File: config.mk
export PLATFORM = sky130hd
export DESIGN_NAME = fifo_uart_tx
export DESIGN_NICKNAME = d
export VERILOG_FILES = /design/src/rtl/fut_pkg.sv /design/src/rtl/fut_fifo.sv /design/src/rtl/fut_shifter.sv /design/src/rtl/fut_flag_cell.sv /design/src/rtl/fifo_uart_tx.sv
export SDC_FILE = /design/constraint.sdc
export NUM_CORES = 1
export LEC_CHECK = 0
export BUFFER_PORTS_ARGS = -buffer_cell sky130_fd_sc_hd__clkbuf_2
export CORE_AREA = 2 2 118 120
export DETAILED_ROUTE_END_ITERATION = 16
export DIE_AREA = 0 0 120 122
export PLACE_DENSITY_LB_ADDON = 0.05
export SLEW_MARGIN = 20
export SYNTH_ARGS = -nofsm -noshare
export SYNTH_HDL_FRONTEND = slang
export SYNTH_SLANG_ARGS = --single-unit
File: constraint.sdc
create_clock -name clk -period 3.2 [get_ports clk]
set_input_delay 0.32 -clock clk [delete_from_list [all_inputs] [get_ports clk]]
set_output_delay 0.32 -clock clk [all_outputs]
set_load 0.05 [all_outputs]
File: src/rtl/fut_pkg.sv
package fut_pkg;

    localparam int REG_W = 8;

    typedef enum logic [1:0] {
        ADDR_DATA  = 2'd0,
        ADDR_CTRL  = 2'd1,
        ADDR_STAT  = 2'd2,
        ADDR_LEVEL = 2'd3
    } reg_addr_e;

    typedef enum logic [1:0] {
        LN_IDLE,
        LN_START,
        LN_DATA,
        LN_STOP
    } line_state_e;

    // Control register layout, bit 0 at the bottom.
    typedef struct packed {
        logic       pin_val;
        logic       pin_oe;
        logic [1:0] trig_sel;
        logic       tx_en;
    } ctrl_t;

    localparam int CTRL_W   = $bits(ctrl_t);
    localparam int NFLAGS   = 2;
    localparam int FLAG_ROOM = 0;
    localparam int FLAG_DONE = 1;

    function automatic int unsigned trig_level(input logic [1:0] sel);
        case (sel)
            2'd0:    return 0;
            2'd1:    return 2;
            2'd2:    return 4;
            default: return 8;
        endcase
    endfunction

endpackage

File: src/rtl/fut_fifo.sv
module fut_fifo #(
    parameter int DW    = 8,
    parameter int DEPTH = 16,
    localparam int AW   = $clog2(DEPTH),
    localparam int CW   = $clog2(DEPTH + 1)
) (
    input  logic          clk,
    input  logic          rst,
    input  logic          push,
    input  logic [DW-1:0] push_data,
    input  logic          pop,
    output logic [DW-1:0] head,
    output logic [CW-1:0] count,
    output logic          full,
    output logic          empty
);

    logic [DW-1:0] mem [DEPTH];
    logic [AW-1:0] wptr, rptr;
    logic          do_push, do_pop;

    assign full    = (count == CW'(DEPTH));
    assign empty   = (count == '0);
    assign do_push = push && !full;
    assign do_pop  = pop && !empty;
    assign head    = mem[rptr];

    function automatic logic [AW-1:0] next_ptr(input logic [AW-1:0] p);
        return (p == AW'(DEPTH - 1)) ? '0 : p + 1'b1;
    endfunction

    always_ff @(posedge clk) begin
        if (do_push) mem[wptr] <= push_data;
    end

    always_ff @(posedge clk) begin
        if (rst) begin
            wptr  <= '0;
            rptr  <= '0;
            count <= '0;
        end else begin
            if (do_push) wptr <= next_ptr(wptr);
            if (do_pop)  rptr <= next_ptr(rptr);
            case ({do_push, do_pop})
                2'b10:   count <= count + 1'b1;
                2'b01:   count <= count - 1'b1;
                default: count <= count;
            endcase
        end
    end

endmodule

File: src/rtl/fut_shifter.sv
module fut_shifter
    import fut_pkg::*;
#(
    parameter int DW           = 8,
    parameter int CLKS_PER_BIT = 16,
    localparam int TW          = $clog2(CLKS_PER_BIT),
    localparam int BW          = $clog2(DW)
) (
    input  logic          clk,
    input  logic          rst,
    input  logic          en,
    input  logic          src_empty,
    input  logic [DW-1:0] src_data,
    output logic          pop,
    output logic          line,
    output logic          frame_done,
    output logic          idle
);

    line_state_e   state;
    logic [TW-1:0] tick;
    logic [BW-1:0] bitn;
    logic [DW-1:0] shreg;
    logic          bit_end;

    assign bit_end    = (tick == TW'(CLKS_PER_BIT - 1));
    assign idle       = (state == LN_IDLE);
    assign pop        = en && idle && !src_empty;
    assign frame_done = en && (state == LN_STOP) && bit_end;

    always_comb begin
        case (state)
            LN_START: line = 1'b0;
            LN_DATA:  line = shreg[0];
            default:  line = 1'b1;
        endcase
    end

    always_ff @(posedge clk) begin
        if (rst || !en) begin
            state <= LN_IDLE;
            tick  <= '0;
            bitn  <= '0;
            shreg <= '0;
        end else begin
            tick <= (idle || bit_end) ? '0 : tick + 1'b1;
            case (state)
                LN_IDLE: if (pop) begin
                    shreg <= src_data;
                    state <= LN_START;
                end
                LN_START: if (bit_end) begin
                    bitn  <= '0;
                    state <= LN_DATA;
                end
                LN_DATA: if (bit_end) begin
                    shreg <= shreg >> 1;
                    if (bitn == BW'(DW - 1)) state <= LN_STOP;
                    else                     bitn  <= bitn + 1'b1;
                end
                default: if (bit_end) state <= LN_IDLE;
            endcase
        end
    end

endmodule

File: src/rtl/fut_flag_cell.sv
module fut_flag_cell (
    input  logic clk,
    input  logic rst,
    input  logic set_evt,
    input  logic rd_strobe,
    input  logic clr_req,
    output logic flag
);

    logic armed;
    logic clr_ok;

    assign clr_ok = clr_req && armed && flag;

    always_ff @(posedge clk) begin
        if (rst) begin
            flag  <= 1'b1;
            armed <= 1'b0;
        end else begin
            if (set_evt)     flag <= 1'b1;
            else if (clr_ok) flag <= 1'b0;

            if (clr_ok)                armed <= 1'b0;
            else if (rd_strobe && flag) armed <= 1'b1;
        end
    end

endmodule

File: src/rtl/fifo_uart_tx.sv
module fifo_uart_tx
    import fut_pkg::*;
#(
    parameter int DW           = 8,
    parameter int DEPTH        = 16,
    parameter int CLKS_PER_BIT = 16
) (
    input  logic             clk,
    input  logic             rst,
    input  logic [1:0]       reg_addr,
    input  logic             reg_wr,
    input  logic             reg_rd,
    input  logic [REG_W-1:0] reg_wdata,
    output logic [REG_W-1:0] reg_rdata,
    output logic             txd
);

    localparam int CW = $clog2(DEPTH + 1);

    ctrl_t              ctrl;
    logic               fifo_push, fifo_pop, fifo_full, fifo_empty;
    logic [DW-1:0]      fifo_head;
    logic [CW-1:0]      fifo_count;
    logic               sh_line, sh_idle, frame_done;
    logic               room_cond, room_cond_q;
    logic               stat_wr, stat_rd;
    logic [NFLAGS-1:0]  fl_set, fl_val;
    logic               flag_room, flag_done;
    logic               unused_wbits;

    assign unused_wbits = ^reg_wdata[REG_W-1:CTRL_W];

    assign fifo_push = reg_wr && (reg_addr == ADDR_DATA);
    assign stat_wr   = reg_wr && (reg_addr == ADDR_STAT);
    assign stat_rd   = reg_rd && (reg_addr == ADDR_STAT);

    always_ff @(posedge clk) begin
        if (rst)                                     ctrl <= '0;
        else if (reg_wr && (reg_addr == ADDR_CTRL))  ctrl <= ctrl_t'(reg_wdata[CTRL_W-1:0]);
    end

    fut_fifo #(.DW(DW), .DEPTH(DEPTH)) fifo_i (
        .clk      (clk),
        .rst      (rst),
        .push     (fifo_push),
        .push_data(reg_wdata[DW-1:0]),
        .pop      (fifo_pop),
        .head     (fifo_head),
        .count    (fifo_count),
        .full     (fifo_full),
        .empty    (fifo_empty)
    );

    fut_shifter #(.DW(DW), .CLKS_PER_BIT(CLKS_PER_BIT)) shifter_i (
        .clk       (clk),
        .rst       (rst),
        .en        (ctrl.tx_en),
        .src_empty (fifo_empty),
        .src_data  (fifo_head),
        .pop       (fifo_pop),
        .line      (sh_line),
        .frame_done(frame_done),
        .idle      (sh_idle)
    );

    // Room flag sets on the crossing into the at-or-below-level region.
    assign room_cond = (32'(fifo_count) <= trig_level(ctrl.trig_sel));

    always_ff @(posedge clk) begin
        if (rst) room_cond_q <= 1'b1;
        else     room_cond_q <= room_cond;
    end

    assign fl_set[FLAG_ROOM] = room_cond && !room_cond_q;
    assign fl_set[FLAG_DONE] = frame_done && fifo_empty;

    for (genvar g = 0; g < NFLAGS; g++) begin : g_flag
        fut_flag_cell cell_i (
            .clk      (clk),
            .rst      (rst),
            .set_evt  (fl_set[g]),
            .rd_strobe(stat_rd),
            .clr_req  (stat_wr && !reg_wdata[g]),
            .flag     (fl_val[g])
        );
    end

    assign flag_room = fl_val[FLAG_ROOM];
    assign flag_done = fl_val[FLAG_DONE];

    always_comb begin
        case (reg_addr)
            ADDR_CTRL:  reg_rdata = REG_W'(ctrl);
            ADDR_STAT:  reg_rdata = REG_W'(fl_val);
            ADDR_LEVEL: reg_rdata = REG_W'(fifo_count);
            default:    reg_rdata = '0;
        endcase
    end

    always_comb begin
        if (ctrl.tx_en)      txd = sh_line;
        else if (ctrl.pin_oe) txd = ctrl.pin_val;
        else                 txd = 1'b1;
    end

endmodule

== After elaboration in Yosys (flattened, before gate mapping) ==
Memory sizes are Yosys's and may differ from the RTL's. A register that Yosys moved wholly into a read port is not among the register bits.
Cells that the tools add are included.
Widths: inputs -> output; s select.
Word-level totals
  flip-flop bits (word level): 40
  memory bits (writable): 128
  input bits: 14
  output and inout port bits: 9
  logic and storage cells: 113
  memories: 1
Memory list
  fifo_i.mem: depth 16, width 8, read ports 1, clocked after Yosys merged registers in 1, wr ports 1, line fut_fifo.sv:18  | logic [DW-1:0] mem [DEPTH];
Operators by class
  add/subtract/negate cells: 6
  order comparisons: 1
  equality and inequality tests: 20
  muxes and demuxes: 25
  reduce and logical (&&, ||, !) cells: 44
Operators with widths (number)
  $le 5x32->1: 1
  $logic_and 1x1->1: 20
  $mux 4: 4
  $mux 8: 2
  $pmux 8 s2: 1
  $pmux 5 s3: 1
  $add 4x1->4 const B: 3
  $eq 2x2->1 const B: 6
  $eq 4x4->1 const B: 3
  $pmux 4 s3: 1
  $mux 2: 5
  $pmux 5 s2: 1
  $reduce_or 2->1: 5
  $mux 3: 3
  $eq 2x1->1 const B: 4
  $reduce_bool 2->1: 4
  $logic_not 1->1: 6
  $logic_not 2->1: 3
  $ne 2x1->1 const B: 3
  $pmux 2 s3: 1
  $pmux 3 s2: 1
  $add 5x1->5 const B: 1
  $eq 5x5->1 const B: 1
  $logic_not 5->1: 1
  10 further kinds: 15

== Depth between registers and ports, before layout ==
Gate-level depths: netlist of the first run.
  depth after elaboration: 6
  depth in mapped cells: 14
  gate-level depth less buffers: 11

== By module ==
From an unflattened synthesis of the first run, not the netlist that was laid out.
Unflattened totals
  cell total of the unflattened synthesis: 509
  area total of the unflattened synthesis: 7795.0 µm²
By module, submodules not included
  fut_fifo: instances 1, cells an instance 297, area each 5926.9 µm², sequential area each 4184.0 µm²
  fut_shifter: instances 1, cells an instance 142, area each 1211.2 µm², sequential area each 340.3 µm²
  fifo_uart_tx: instances 1, cells an instance 56, area each 499.2 µm², sequential area each 120.1 µm²
  fut_flag_cell: instances 2, cells an instance 7, area each 78.8 µm², sequential area each 40.0 µm²

== Worst setup path after synthesis of the first run ==
No wires, ideal clock.
  path kind: reg2reg
  start point: register fifo_i.count[1]
  end point: register fifo_i.count[4]
  library setup time: 0.121 ns
  data arrival time: 2.892 ns
  required time: 3.079 ns
  path slack: 0.187 ns
  cell stages (with the launch flop): 13
  path buffers: 3
  clock period less this slack: 3.013 ns
  cells stage by stage: dfxtp_1 -> buf_2 -> or4_4 -> o211a_1 -> buf_2 -> ha_1 -> clkbuf_1 -> xor2_1 -> ha_1 -> a21oi_1 -> a32oi_1 -> a21oi_1 -> mux2_2
On the way
  word-level cells in the longest chain between the ends: 6
  elaborated cells on any way between the ends: 13
  classes of those cells: add/sub: 2; eq/ne: 3; mux: 1; reduce/logical: 7
Ends and longest elaborated chain
  start, declared: line fut_fifo.sv:13  | output logic [CW-1:0] count,
  start signal, assigned: line fut_fifo.sv:45  | 2'b10: count <= count + 1'b1;
  start signal, assigned: line fut_fifo.sv:46  | 2'b01: count <= count - 1'b1;
  start signal, assigned: line fut_fifo.sv:47  | default: count <= count;
  $logic_not 5->1: line fut_fifo.sv:23  | assign empty = (count == '0);
  $logic_not 1->1: line fut_fifo.sv:25, fut_shifter.sv:28
  $logic_and 1x1->1: line fut_shifter.sv:28  | assign pop = en && idle && !src_empty;
  $logic_and 1x1->1: line fut_fifo.sv:25  | assign do_pop = pop && !empty;
  $eq 2x1->1 or $eq 2x2->1 (tied branches): line fut_fifo.sv:44  | case ({do_push, do_pop})
  $pmux 5 s2 or $reduce_bool 2->1 (tied branches)
Parallel ways exist; a longest one is shown, timed or not.
A chain may end at the register's enable or synchronous reset.

== Final worst setup path of the first run ==
  start point: register fifo_i.count[2]
  end point: register fifo_i.count[4]
Same word-level chain as after synthesis.

==> metrics, run 1 <==
top-count cell post-synth=edfxtp_1; Hold Vio Cnt, Final=0; post-synth top area share=52.4%; Crit path largest cell delay=0.57 ns; largest net degree at the start of global routing=27; drt first pass iters=5; vias=roughly 4300; placed wire-length estimate=9520 um; number of DRC markers in iteration 0=around 350; placed cells=689; worst path required time=about 3.5 ns; final setup vio count=0; I/O pins=23; Synth Area per Inst=between 10 and 15 um2; kind of critical path=reg2reg; slowest stage cell on the critical path=or4_4; top cells by area, synth=edfxtp_1 (52%), dfxtp_1 (12%), mux4_2 (8.0%); Total Die Area=14600 um2; final-stage net count=560; Multi-input gate area=roughly 2400 um2; maximum buffer depth of the clock tree=2; Max transition margin=between 50 and 60%; fin crit share=94.0%; Tot Pwr=between 4 and 5 mW; Post-CTS Setup Bufs=0; Initial Utilization=a little over half; share of cells above drive strength 1=between 10% and 20%; synthesized instance count=505; post-synthesis sequential area ratio=approximately 64%; Critical Path Sink Type=flip-flop; Slew Limit Fails=0; Fin Setup TNS=0 ns; first-pass GRT wire length=approximately 23000 um; achievable clock frequency=0.332 GHz; worst path cell trace=or4_4, o211a_1, ha_1, xor2_1, ha_1, a21oi_1, a32oi_1, a21oi_1, mux2_2; Tot GR Track Use=between 20% and 30%; Post-synth ARST share=0%; DRT antenna net count=0; RD Place Congestion=between 0.7 and 0.8; Commonest cells post-synth=edfxtp_1 (128), dfxtp_1 (44), nand2_1 (36); row count=43; Max FO, Critical Path=12; WL/cell=20.2 um; Worst Tran Pin Value=about 0.70 ns; Diodes inserted=0; hold-fix buffers at CTS=0; total wire length=14600 um; arrival time worst endpoint=between 3 and 4 ns; Worst-path clk slew=~0.060 ns; Pwr Density=around 570 nW/um2; die height=about 120 um; Yosys top cell by area=edfxtp_1; sequential cell area=4730 um2; antenna violations before repair=0; status=complete, no violations; clk_lat worst skew=~0.42 ns; CTS Root Cell=clkbuf_16; RSZ-0062 raised after global routing=no; CORE AREA=13500 um2; EDFF count, synth=around 130; CTS-repair resized insts=0; MaxCap Viol Count=0; Clock Skew=about 0.0064 ns; gr ovfl total=0; Yosys cell types=54; synthesis-stage register bit count=about 170; Main synth FF type=edfxtp_1; Worst Hold Class=in2reg; fin crit period=about 3.0 ns; startpoint type of the worst setup path=flip-flop; Max VDD drop=0.000397 V; # fillers=between 1000 and 1500; Leak=2.82 nW; vias in the first global route=a little over 4000; Yosys Warn Count=0; Layout Cells excl Fill=just over 700; H-tree depth=4; Residual DRC=0; IO buf count=19; CTS Buf Count=17; Area Growth Syn to Fin=12.6%; Die Width=120 um; clk sink count=roughly 170; detail-routed via count per cell=between 5 and 6; Mapped Area=7340 um2; TritonCTS clock tree=yes
==> critical path, delay by kind of cell (launching register included) <==
kind,cells,cell delay [ns]
and+or+nand+nor,1,0.57
xor gates and xnor gates,1,0.19
adders and majority gates,2,0.52
muxes,1,0.34
AOI/OAI and AO/OA,4,0.84
DFF,1,0.42
==> final cells by class <==
type | count | share of cell area, %
Clock inverter | 14 | 2.42
Sequential cell | 172 | 57.2
Timing Repair Buffer | 35 | 2.60
Multi-Input combinational cell | 292 | 29.4
Clock buffer | 18 | 5.19
Tap cell | 180 | 2.72
Inverter | 10 | 0.454
==> stage by stage <==
step           setup WS [ns]  utilization, %  hold WS, ns  area, um2
4_1_cts                0.224            61.2        0.239       8270
3_5_place_dp           0.238            56.6        0.447       7640
6_report               0.191            61.2        0.254       8270
2_1_floorplan          0.187               -        0.419       7350
3_3_place_gp           0.306            56.6        0.439       7640
5_1_grt               0.0414            61.2        0.237       8270
==> layer usage <==
layer,routed length [um],vias to the layer above,global-route usage (%)
met2,6870,114,32.6
met1,6840,2175,31.9
met3,671,12,4.17
li1,-,1983,-
met4,204,0,7.72
met5,0,-,0
==> registers in the layout (all words and copies together), names as in the netlist, named ones only <==
signal,flops
shifter_i.state,2
fifo_i.wptr,4
g_flag.cell_i.flag,2
fifo_i.count,5
g_flag.cell_i.armed,2
room_cond_q,1
shifter_i.bitn,3
ctrl,5
fifo_i.mem,128
shifter_i.tick,4
shifter_i.shreg,8
fifo_i.rptr,4
==> final timing paths <==
| kind | slack (ns) | depth (start not counted) | end | from |
|---|---|---|---|---|
| worst min register to register | 0.46 | 2 | shifter_i.shreg[1] | shifter_i.shreg[1] |
| worst max-delay path | 0.19 | 9 | fifo_i.count[4] | fifo_i.count[2] |
| worst max register to register | 0.19 | 9 | fifo_i.count[4] | fifo_i.count[2] |
| worst min-delay path | 0.25 | 3 | g_flag[0].cell_i.armed | reg_rd |
==> layout by cell type (no fill, tap or decap), types with 4 or more instances in the layout <==
cell       synthesis  routed
nor3_1             5       5
and2_1             4       4
nor2b_1           11      11
nor3b_1            6       6
mux4_2            26      26
nand3_1            6       6
a31oi_1            4       4
nand2_1           36      36
o21ai_0            4       4
clkbuf_16          0      17
xor2_1             7       7
clkbuf_2           0      19
bufinv_16          0       5
edfxtp_1         128     128
nand2b_1          13      13
buf_4              6      16
nor2_1            24      24
mux2i_1           27      27
ha_1              18      18
a221oi_1           8       8
a21oi_1           27      27
inv_1              9       9
mux2_2             4       4
nand4_1            7       7
dfxtp_1           44      43
a211o_1            8       8
clkinv_2           0       5
and3_1             4       4
==> kinds of logic (layout without fill, tap and decap cells) <==
family | Yosys count | in the layout | synth area share, %
xor+xnor | 8 | 8 | 0.954
compound gates | 71 | 71 | 6.85
mux | 58 | 58 | 12.4
flops | 172 | 172 | 64.3
other cells | 1 | 3 | 0.0511
fa+ha+maj | 18 | 18 | 3.07
buf+inv | 43 | 77 | 2.61
simple gates | 134 | 134 | 9.70
==> power by group <==
group          internal, mW  switching, mW  total (mW)
logic                0.0432         0.0895       0.133
clock network          1.37          0.813        2.19
registers              2.40        0.00745        2.41
Power figures use the tool's default switching activity.
==> inputs of run 2 (changes only) <==
Settings changed: REMOVE_ABC_BUFFERS from default to 1.
==> run 2 against run 1 <==
Critical path depth stayed put. Flip-flop and latch count stayed put. Wire length is 2.1% higher. Cell count is 0.42% lower. Worst setup slack better by 0.066 ns.
==> metrics, run 2 (same netlist as run 1, synthesis figures left out) <==
Initial Utilization=54.4% (unchanged); vias=4200 (was 4284); reg-to-reg slack, setup=0.26 ns (was 0.19 ns); drt first pass iters=4 (was 5); Max FO, Critical Path=10 (was 12); Max transition margin=52.0% (was 53.2%); first-pass GRT wire length=23300 um (was 23100 um); startpoint type of the worst setup path=flip-flop (unchanged); CTS Root Cell=clkbuf_16 (unchanged); Hold Vio Cnt, Final=0 (unchanged); I/O pins=23 (unchanged); Fin Setup TNS=0 ns (unchanged); Clock Skew=0.00779 ns (was 0.00645 ns); final-stage net count=557 (was 560); Biggest register=fifo_i.mem (unchanged); vias in the first global route=4015 (was 4045); DRT antenna net count=0 (unchanged); kind of critical path=reg2reg (unchanged); reg2reg start=fifo_i.count[0] (was fifo_i.count[2]); clk_lat worst skew=0.43 ns (was 0.42 ns); CORE AREA=13500 um2 (unchanged); max reg flops=128 (unchanged); hold path start=reg_rd (unchanged); TritonCTS clock tree=yes (unchanged); Final Cell Area=8230 um2 (was 8270 um2); MaxCap Viol Count=0 (unchanged); total wire length=14900 um (was 14600 um); Placement Setup Slack=0.269 ns (was 0.238 ns); Area Growth Syn to Fin=12.1% (was 12.6%); # fillers=1063 (was 1062); clk sink count=172 (unchanged); RD Place Congestion=0.772 (was 0.786); placed wire-length estimate=9740 um (was 9520 um); cell count of the worst hold path=3 (unchanged); Total Die Area=14600 um2 (unchanged); Slew Limit Fails=0 (unchanged); Worst Hold Path EP=g_flag[1].cell_i.armed (was g_flag[0].cell_i.armed); CTS-repair resized insts=0 (unchanged); Worst-path clk slew=0.06 ns (about the same); share of cells above drive strength 1=18.0% (was 18.7%); fin crit period=2.94 ns (was 3.01 ns); Post-CTS Setup Bufs=0 (unchanged); final setup margin=0.256 ns (was 0.191 ns); final setup vio count=0 (unchanged); Max VDD drop=0.000383 V (was 0.000397 V); largest net degree at the start of global routing=27 (unchanged); maximum buffer depth of the clock tree=2 (unchanged); Die Width=120 um (unchanged); Diodes inserted=0 (unchanged); Pwr Density=567 nW/um2 (was 572 nW/um2); H-tree depth=4 (unchanged); r2r endpoint=fifo_i.count[4] (unchanged); Largest regs=fifo_i.mem (128), shifter_i.shreg (8) (unchanged); most frequent cells in the layout=edfxtp_1 (128), dfxtp_1 (43), nand2_1 (36), mux2i_1 (27), a21oi_1 (27) (unchanged); worst path required time=3.52 ns (was 3.51 ns); post-layout util=61.0% (was 61.2%); RSZ-0062 raised after global routing=no (unchanged); status=complete, no violations (unchanged); cells on worst reg2reg path=9 (unchanged); CTS Buf Count=17 (unchanged); Tot GR Track Use=22.0% (was 21.7%); fin crit share=92.0% (was 94.0%); Leak=2.79 nW (was 2.82 nW); Placement Cell Area=7630 um2 (was 7640 um2); Tot Pwr=4.67 mW (was 4.73 mW); Critical Path Sink Type=flip-flop (unchanged); antenna violations before repair=0 (unchanged); WL/cell=20.7 um (was 20.2 um); Worst Hold Class=in2reg (unchanged); Worst Tran Pin Value=0.721 ns (was 0.702 ns); hold-fix buffers at CTS=0 (unchanged); gr ovfl total=0 (unchanged); achievable clock frequency=0.340 GHz (was 0.332 GHz); arrival time worst endpoint=3.27 ns (was 3.32 ns); row count=43 (unchanged); number of DRC markers in iteration 0=400 (was 346); commonest non-fill, non-tap cell in the layout=edfxtp_1 (unchanged); IO buf count=19 (unchanged); Residual DRC=0 (unchanged); die height=122 um (unchanged); detail-routed via count per cell=5.85 (was 5.94)
-- run 2: changes by cell type in the layout (fill, tap and decap cells not counted) --
cell        previous run  this run
buf_4                 16        12
inv_6                  0         1
buf_12                 0         1
clkinv_2               5         4
clkinvlp_4             0         2
bufinv_16              5         4
clkinv_1               2         3
clkinv_4               2         0
-- run 2: cell type report --
type,instances,area (um2),share of cell area [%]
clock inverters,14,175,2.13
multi-input cells,292,2430,29.6
inverters,10,37.5,0.456
flip-flops and latches,172,4730,57.4
well taps,180,225,2.74
repair buffers,32,205,2.49
clock buffers,18,429,5.21
-- run 2: worst max-delay path by stage --
stage	from	endpoint	slack (ns)	cells past startpoint
floorplan	flip-flop	shifter_i.shreg[7]	0.1	4
CTS	fifo_i.count[0]	fifo_i.count[4]	0.26	9
global placement	fifo_i.count[0]	fifo_i.count[4]	0.31	9
detailed placement	fifo_i.count[0]	fifo_i.count[4]	0.27	9
finish	fifo_i.count[0]	fifo_i.count[4]	0.26	9
global route	fifo_i.count[0]	fifo_i.count[4]	0.07	9
-- run 2: per-layer routing --
| layer | wire length [um] | track usage (%) |
|---|---|---|
| met1 | 7180 | 32.1 |
| met2 | 6870 | 32.9 |
| met3 | 584 | 4.82 |
| met4 | 254 | 7.87 |
| met5 | 0 | 0 |
-- run 2: per-stage QoR --
| stage | instances | hold WS (ns) |
|---|---|---|
| 6_report | 718 | 0.229 |
| 5_1_grt | 718 | 0.235 |
| 4_1_cts | 718 | 0.218 |
| 3_5_place_dp | 686 | 0.447 |
| 3_3_place_gp | 686 | 0.440 |
| 2_1_floorplan | 474 | 0.389 |
-- run 2: power by group --
group / switching [mW] / internal (mW)
Combinational: 0.0874 / 0.0414
Clock: 0.835 / 1.29
Sequential: 0.0104 / 2.40
Total: 0.933 / 3.74
-- run 2: worst max-delay path, stage by stage, from the launching register on --
cell	delay, ns
dfxtp_1	0.39
or4_4	0.61
o211a_1	0.25
ha_1	0.31
xor2_1	0.19
ha_1	0.19
a21oi_1	0.24
a32oi_1	0.14
a21oi_1	0.18
mux2_2	0.34
